<file path="config.mk">
export PLATFORM = sky130hd
export DESIGN_NAME = burst_sram
export DESIGN_NICKNAME = d
export VERILOG_FILES = /design/src/rtl/burst_sram_pkg.sv /design/src/rtl/burst_sram_ctrl.sv /design/src/rtl/burst_sram_dp.sv /design/src/rtl/burst_sram.sv
export SDC_FILE = /design/constraint.sdc
export NUM_CORES = 1
export LEC_CHECK = 0
export BUFFER_PORTS_ARGS = -buffer_cell sky130_fd_sc_hd__buf_2
export CAP_MARGIN = 30
export CORE_MARGIN = 1.5
export CORE_UTILIZATION = 45
export CTS_BUF_LIST = sky130_fd_sc_hd__clkbuf_4
export CTS_CLUSTER_SIZE = 28
export DETAILED_ROUTE_END_ITERATION = 8
export GPL_ROUTABILITY_DRIVEN = 0
export SETUP_SLACK_MARGIN = 0.1
export SLEW_MARGIN = 5
export SYNTH_ARGS = -nofsm -noshare
export SYNTH_HDL_FRONTEND = slang
export SYNTH_HIERARCHICAL = 1
export SYNTH_SLANG_ARGS = --single-unit
export TNS_END_PERCENT = 30
</file>
<file path="constraint.sdc">
create_clock -name clk -period 5.4 [get_ports clk]
set_input_delay 1.35 -clock clk [delete_from_list [all_inputs] [get_ports clk]]
set_output_delay 1.35 -clock clk [all_outputs]
set_load 0.02 [all_outputs]
</file>
<file path="src/rtl/burst_sram_pkg.sv">
package burst_sram_pkg;
  // Strobes passed from the command control to the storage datapath
  typedef struct packed {
    logic tick;     // enabled, awake clock edge
    logic we;       // write the selected lanes at this edge
    logic rdValid;  // address stage holds a live read
  } ctrl_strobe_t;
endpackage

</file>
<file path="src/rtl/burst_sram_ctrl.sv">
module burst_sram_ctrl
  import burst_sram_pkg::*;
#(
  parameter int ADDR_W = 6,
  parameter int BYTES  = 2,
  parameter int CE_NUM = 3
) (
  input  logic              clk,
  input  logic              rstN,
  input  logic              clkEnN,
  input  logic              sleep,
  input  logic              pipeMode,
  input  logic              burstXor,
  input  logic              advance,
  input  logic [ADDR_W-1:0] addr,
  input  logic              rdNotWr,
  input  logic [CE_NUM-1:0] chipEn,
  input  logic [BYTES-1:0]  byteWrEn,
  output ctrl_strobe_t      stb,
  output logic [ADDR_W-1:0] wAddr,
  output logic [BYTES-1:0]  wBe,
  output logic [ADDR_W-1:0] rAddr
);
  localparam int HI_W = ADDR_W - 2;

  logic            tick;
  logic            selAll;
  logic            active;
  logic            dirRead;
  logic [HI_W-1:0] baseHi;
  logic [1:0]      startLo;
  logic [1:0]      cnt;
  logic [1:0]      nextCnt;
  logic [1:0]      burstLo;
  logic [ADDR_W-1:0] curAddr;
  logic            opValid;
  logic            opRead;

  logic              s1Valid;
  logic              s1Read;
  logic [ADDR_W-1:0] s1Addr;
  logic [BYTES-1:0]  s1Be;

  assign tick    = !clkEnN && !sleep;
  assign selAll  = &chipEn;
  assign nextCnt = cnt + 2'd1;
  assign burstLo = burstXor ? (startLo ^ nextCnt) : (startLo + nextCnt);
  assign curAddr = advance ? {baseHi, burstLo} : addr;
  assign opValid = advance ? active : selAll;
  assign opRead  = advance ? dirRead : rdNotWr;

  always_ff @(posedge clk or negedge rstN) begin
    if (!rstN) begin
      active  <= 1'b0;
      dirRead <= 1'b0;
      baseHi  <= '0;
      startLo <= '0;
      cnt     <= '0;
      s1Valid <= 1'b0;
      s1Read  <= 1'b0;
      s1Addr  <= '0;
      s1Be    <= '0;
    end else if (tick) begin
      if (!advance) begin
        active  <= selAll;
        dirRead <= rdNotWr;
        baseHi  <= addr[ADDR_W-1:2];
        startLo <= addr[1:0];
        cnt     <= '0;
      end else if (active) begin
        cnt <= nextCnt;
      end
      s1Valid <= opValid;
      s1Read  <= opRead;
      s1Addr  <= curAddr;
      s1Be    <= byteWrEn;
    end
  end

  always_comb begin
    stb.tick    = tick;
    stb.rdValid = s1Valid && s1Read;
    if (pipeMode) begin
      stb.we = tick && s1Valid && !s1Read;
      wAddr  = s1Addr;
      wBe    = s1Be;
    end else begin
      stb.we = tick && opValid && !opRead;
      wAddr  = curAddr;
      wBe    = byteWrEn;
    end
    rAddr = s1Addr;
  end
endmodule

</file>
<file path="src/rtl/burst_sram_dp.sv">
module burst_sram_dp
  import burst_sram_pkg::*;
#(
  parameter int ADDR_W = 6,
  parameter int BYTES  = 2,
  parameter int BYTE_W = 8
) (
  input  logic                    clk,
  input  logic                    rstN,
  input  logic                    pipeMode,
  input  logic                    sleep,
  input  logic                    outEn,
  input  ctrl_strobe_t            stb,
  input  logic [ADDR_W-1:0]       wAddr,
  input  logic [BYTES-1:0]        wBe,
  input  logic [ADDR_W-1:0]       rAddr,
  input  logic [BYTES*BYTE_W-1:0] wrData,
  output logic [BYTES*BYTE_W-1:0] rdData,
  output logic                    rdDrive
);
  localparam int WORD_W = BYTES * BYTE_W;
  localparam int DEPTH  = 1 << ADDR_W;

  logic [WORD_W-1:0] mem [DEPTH];
  logic [WORD_W-1:0] dataQ;
  logic              driveQ;
  logic              driveSel;

  always_ff @(posedge clk) begin
    if (stb.we) begin
      for (int b = 0; b < BYTES; b++) begin
        if (wBe[b]) mem[wAddr][b*BYTE_W +: BYTE_W] <= wrData[b*BYTE_W +: BYTE_W];
      end
    end
  end

  always_ff @(posedge clk or negedge rstN) begin
    if (!rstN) begin
      dataQ  <= '0;
      driveQ <= 1'b0;
    end else if (stb.tick) begin
      dataQ  <= mem[rAddr];
      driveQ <= stb.rdValid;
    end
  end

  assign rdData   = pipeMode ? dataQ : mem[rAddr];
  assign driveSel = pipeMode ? driveQ : stb.rdValid;
  assign rdDrive  = driveSel && outEn && !sleep;
endmodule

</file>
<file path="src/rtl/burst_sram.sv">
module burst_sram
  import burst_sram_pkg::*;
#(
  parameter int ADDR_W = 6,
  parameter int BYTES  = 2,
  parameter int BYTE_W = 8,
  parameter int CE_NUM = 3
) (
  input  logic                    clk,
  input  logic                    rstN,
  input  logic                    clkEnN,
  input  logic                    sleep,
  input  logic                    pipeMode,
  input  logic                    burstXor,
  input  logic                    advance,
  input  logic [ADDR_W-1:0]       addr,
  input  logic                    rdNotWr,
  input  logic [CE_NUM-1:0]       chipEn,
  input  logic [BYTES-1:0]        byteWrEn,
  input  logic [BYTES*BYTE_W-1:0] wrData,
  input  logic                    outEn,
  output logic [BYTES*BYTE_W-1:0] rdData,
  output logic                    rdDrive
);
  ctrl_strobe_t      stb;
  logic [ADDR_W-1:0] wAddr;
  logic [ADDR_W-1:0] rAddr;
  logic [BYTES-1:0]  wBe;

  burst_sram_ctrl #(.ADDR_W(ADDR_W), .BYTES(BYTES), .CE_NUM(CE_NUM)) ctrl_i (
    .clk(clk), .rstN(rstN), .clkEnN(clkEnN), .sleep(sleep),
    .pipeMode(pipeMode), .burstXor(burstXor), .advance(advance),
    .addr(addr), .rdNotWr(rdNotWr), .chipEn(chipEn), .byteWrEn(byteWrEn),
    .stb(stb), .wAddr(wAddr), .wBe(wBe), .rAddr(rAddr)
  );

  burst_sram_dp #(.ADDR_W(ADDR_W), .BYTES(BYTES), .BYTE_W(BYTE_W)) dp_i (
    .clk(clk), .rstN(rstN), .pipeMode(pipeMode), .sleep(sleep), .outEn(outEn),
    .stb(stb), .wAddr(wAddr), .wBe(wBe), .rAddr(rAddr), .wrData(wrData),
    .rdData(rdData), .rdDrive(rdDrive)
  );
endmodule

</file>
; ---- Word-level counts from Yosys, hierarchy flattened
; Memory sizes are Yosys's and may differ from the RTL's.
; Cells that the tools add are included.
[totals]
ff_bits = 35
ramBits = 1024
memories = 1
elab_cells = 47
out_inout_bits = 17
[classes]
bitwise = 2
add_sub_neg = 2
n_reduce_logical = 15
n_eq_ne = 1
mux = 17
[mem_list]
columns = name, words, word_bits, rd, rd_ports_with_merged_regs, write_ports, line
row1 = dp_i.mem, 64, 16, 1, 0, 1, burst_sram_dp.sv:24  ; logic [WORD_W-1:0] mem [DEPTH];
[op_table]
columns = cell, count
row1 = two-way mux 16 bit, 1
row2 = two-way mux 6 bit, 2
row3 = two-way mux 1 bit, 10
row4 = logical AND 1 bit, 8
row5 = two-way mux 2 bit, 4
row6 = logical NOT 1 bit, 4
row7 = AND reduction 2 bit, 2
row8 = AND reduction 3 bit, 1
row9 = "adder 2 x 1 -> 2 bit, second input constant", 1
row10 = adder 2 bit, 1
row11 = "inequality test 2 x 1 -> 1 bit, second input constant", 1
row12 = XOR 2 bit, 1
row13 = NOT 1 bit, 1

; ---- Logic depth before layout (Yosys ltp)
[logic_depth]
depth_word = 7
depth_mapped = 11

; ---- Hierarchy
; Netlist, hierarchy kept.
[modules_own_cells]
columns = mod, area_each_um2, cells_each, seq_area_each_um2, n_inst
row1 = burst_sram_dp, 40776.6, 2012, 31174.9, 1
row2 = burst_sram_ctrl, 1023.5, 93, 450.4, 1

; ---- Worst setup path before layout
; Ideal clock, no wire load.
[synth_timing]
path_kind = input-to-reg
start = input port advance
end = memory dp_i/mem[36][0] (netlist name) (enable)
path_slack_ns = 1.577
required_time_ns = 5.030
n_path_buf = 4
arrival_time_ns = 3.453
cell_stages = 8
cell_sequence = buf_6 > mux2_2 > mux2_2 > clkbuf_1 > or3b_2 > clkbuf_1 > clkbuf_1 > nor2_1
[synth_between]
elab_cells_between_ends = 10
[synth_lines]
columns = element, line
row1 = "start, declared", burst_sram.sv:15  ; input logic advance,
row2 = two-way mux 6 bit, burst_sram_ctrl.sv:48  ; assign curAddr = advance ? {baseHi, burstLo} : addr;
row3 = two-way mux 6 bit, burst_sram_ctrl.sv:83  ; if (pipeMode) begin
row4 = via wAddr[0], burst_sram.sv:26  ; logic [ADDR_W-1:0] wAddr;
row5 = "end, declared", burst_sram_dp.sv:24
; The timed path passes the listed nets, and every way through them passes these cells.

; ---- Worst setup path in the final report
[layout_timing]
start = register ctrl_i.s1Addr[0], in the netlist ctrl_i/rAddr[0]
end = output port rdData[10]
[layout_between]
elab_chain_len = 2
[layout_lines]
columns = element, line
row1 = "start, declared", burst_sram_ctrl.sv:41  ; logic [ADDR_W-1:0] s1Addr;
row2 = "start signal, assigned", burst_sram_ctrl.sv:75  ; s1Addr <= curAddr;
row3 = memory read (64 x 16 bit), -
row4 = two-way mux 16 bit, burst_sram_dp.sv:47  ; assign rdData = pipeMode ? dataQ : mem[rAddr];
row5 = "end, declared", burst_sram.sv:22  ; output logic [BYTES*BYTE_W-1:0] rdData,
; Every way passes these cells.

==> run summary <==
Total gr overflow - 0
Area grow syn2layout - 16.4%
FF-to-FF path depth - 9
Synth warnings - 6
Post-layout util - 53.0%
Post-route design area - 48700 sq um
Die width - 308 um
Clock power frac - 33.3%
Hpwl dp - 67.5 mm
I/O Pins - 53
Synth Area in XOR/XNOR - 0.0958%
Endpoints failing hold - 0
Fin. max-slew vios - 0
Total routed wirelength - 109 mm
Hold WC Path Type - input port to async pin
I/O Buffers - 52
CP Capture Type - primary output
Adder-cell share of the synthesized area - 0.0299%
# setup viols final - 0
Num CTS Buffers - 288
Share of the synthesized area in the top cell type - 73.6%
Largest family of logic cells by synthesized area - multiplexers
Mapped Avg Cell Area - 19.9 sq um
FFs w/ async S/R, synth - 3.31%
Pwr Total - 19.8 mW
Worst-margin pin slew - 0.931 ns
Combinational fraction of design power - 20.2%
Hold buffers post-CTS - 0
Max FO, Critical Path - 52
Area post-placement - 44600 sq um
CTS tree - yes
Post-synth net total - 2142
CP Data Required Time - 4.05 ns
Top_reg_cell synth - edfxtp_1
Area share of and/or/nand/nor cells after synthesis - 3.56%
CTS sink cnt - 1059
Synth Area in Compound Gates - 2.72%
Net Sw Frac - 27.5%
Sequential share of power - 46.5%
Highest Clock Rate - 191 MHz
First-pass GRT wire length - 158 mm
Post-synth EDFFs - 1024
Crit share post-route - 96.9%
Slowest Stage Delay on Critical Path - 0.60 ns
First-pass DRT Iterations - 5
Highest-count cells in the layout ignoring fill and taps - edfxtp_1, clkbuf_4, mux4_2, mux2i_1, buf_4
Starting DRT DRC Count - 2280
Die Ht - 308 um
Layout Skew - 0.0867 ns
Number of global-route vias before repair - 23424
Routed Antenna Nets - 0
Proportion of layout cells with a drive suffix above 1 - 35.4%
Fill cell count - 7298
RSZ-0062 raised after global routing - yes
Later-pin clock latency in the skew report - 1.14 ns
Multi-input logic area - 9680 sq um
Core area - 91800 sq um
Placed instance count - 3466
H-tree Lvls - 5
Vias per cell - 5.75
Worst vdd ir - 0.203 mV
Power Dens Cells - 406 nW/um^2
Synth unique cells - 53
Sequential cell area - 31600 sq um
Worst path cell trace - buf_6, buf_16, mux4_2, mux4_2, mux2_4, nor2_1, o31ai_1, buf_2
Via count - 22757
Synth top area cells - edfxtp_1, mux4_2, mux2i_1
Cell family with most CP delay - multiplexers
Post-Synthesis Cells - 2105
Antenna violations before repair - 3
Final min period - 5.23 ns
Post-synthesis cell area - 41800 sq um
Most common cell after layout, fill and taps aside - edfxtp_1
Maxcap violations - 0
Drt drc - 0
Mux contribution to synthesized area - 16.4%
Leak - 16.3 nW
Setup_tns - 0 ns
Max Buffers Root-to-Sink - 4
Switching power total - 5.44 mW
WS Path Type - flip-flop to primary output
Fin cells - 3958
Root Buffer - clkbuf_4
Buf/Inv on CP - 3
Yosys top cell by area - edfxtp_1
Reg clk slew, reported paths - 0.07 ns
Slew headroom - 37.7%
Row cnt - 111
Crit-path most repeated cell - mux4_2
Internal - 14.3 mW
GRT Util Overall - 23.4%
Largest net degree at the start of global routing - 65
WP depth - 8
Wire per inst - 27.6 um
Startpoint Class - flip-flop
Seq cells post-synth - 1059
Status - finished, final reports clean
Sequential fraction of the synthesis area - 75.7%
Total Nets Final - 2578
CP Data Arrival Time - 3.88 ns
Slowest cell on crit path - mux4_2
Initial Util - 45.5%
Die ar. - 94700 sq um
worst reg2reg max path, delay by kind of cell (launching register included):
kind	cells	cell delay, ns
AOI/OAI and AO/OA	1	0.70
and+or+nand+nor	4	1.53
DFF	1	0.39
xor gates and xnor gates	1	0.28
buffers and inverters	2	0.52
adders and majority gates	1	0.18
cells by family (layout without fill, tap and decap cells):
| kind of cell | count (synthesis) | count (layout) |
|---|---|---|
| and+or+nand+nor | 324 | 324 |
| muxes | 431 | 431 |
| adders and majority gates | 1 | 1 |
| buffers and inverters | 128 | 733 |
| xor gates and xnor gates | 3 | 3 |
| other | 0 | 5 |
| DFF | 1059 | 1059 |
| AOI/OAI and AO/OA | 159 | 159 |
stage by stage:
stage	hold slack [ns]	setup WS, ns
5_1_grt	-0.00365	-0.0189
2_1_floorplan	0.440	1.58
3_3_place_gp	0.453	0.559
3_5_place_dp	0.467	0.471
4_1_cts	0.337	0.00974
6_report	0.0997	0.168
cell type report:
class | instances | share of cell area [%]
repair buffers | 268 | 5.03
flip-flops and latches | 1059 | 65.0
clock inverters | 57 | 0.568
diodes | 5 | 0.0257
inverters | 6 | 0.0566
well taps | 1243 | 3.20
clock buffers | 402 | 6.20
multi-input cells | 918 | 19.9
state kept, by name (all words and copies together) (netlist names):
name and flops:
ctrl_i/s1Valid 1, ctrl_i/startLo 2, ctrl_i/rAddr 6, dp_i/mem 1024, ctrl_i/cnt 2, dp_i/driveQ 1, ctrl_i/s1Read 1, ctrl_i/s1Be 2
dp_i/dataQ 16, ctrl_i/baseHi 4
synthesized netlist by cell type (2+ instances only):
library cell and count:
mux4_2 198, nor2b_1 11, a22oi_1 83, o22ai_1 13, buf_4 22, nand4_1 3
nor4b_1 11, and2_1 4, a21oi_1 14, buf_1 14, nand3_1 16, clkbuf_1 51
and4_1 3, nor2_1 168, inv_1 4, a32oi_1 2, o21ai_1 3, o31ai_2 2
nand2_1 67, and3_1 23, a22o_1 5, edfxtp_1 1024, xnor2_1 2, buf_6 6
or3_1 2, dfrtp_1 35, nor2b_2 2, a211oi_1 2, o31ai_1 13, mux2_2 40
mux2i_1 193, nand3b_1 4, buf_2 28, nand2b_1 2, a31oi_1 17
per-layer routing:
metal	up-vias	wire, um	GRT usage, %	part of all wire [%]
li1	9641	-	-	-
met1	11816	43700	31.7	40
met2	1141	54300	37.9	50
met3	159	8840	4.78	8.1
met4	0	2210	7.74	2.0
met5	-	0	0	0
power groups by stage:
stage / logic (mW) / registers, mW / clock network, mW
6_report: 4.00 / 9.18 / 6.59
5_1_grt: 4.18 / 9.19 / 7.18
4_1_cts: 3.85 / 9.18 / 6.76
3_5_place_dp: 3.53 / 9.45 / 0
3_3_place_gp: 3.51 / 9.44 / 0
2_1_floorplan: 2.32 / 9.30 / 0
path summary, 6_finish.rpt:
kind / end / from / slack (ns)
hold reg to reg: ctrl_i/s1Be[1] / ctrl_i/s1Be[1] / 0.49
setup / recovery: rdData[10] / ctrl_i/rAddr[0] / 0.17
min in group clk: ctrl_i/s1Be[1] / byteWrEn[1] / 0.45
hold / removal: ctrl_i/cnt[0] / rstN / 0.1
max in group asynchronous: dp_i/dataQ[0] / rstN / 4.78
setup reg to reg: dp_i/mem[10][14] / ctrl_i/cnt[0] / 1.41
what timing repair did:
action | in CTS | in global routing
setup buffers | 16 | 4
endpoints found under the setup margin | 16 | 15
resized for setup | 16 | 40
hold endpoints to repair | 0 | 0
cloned | 4 | 3
pin swaps | 0 | 3
(Power assumes the default switching activity.)
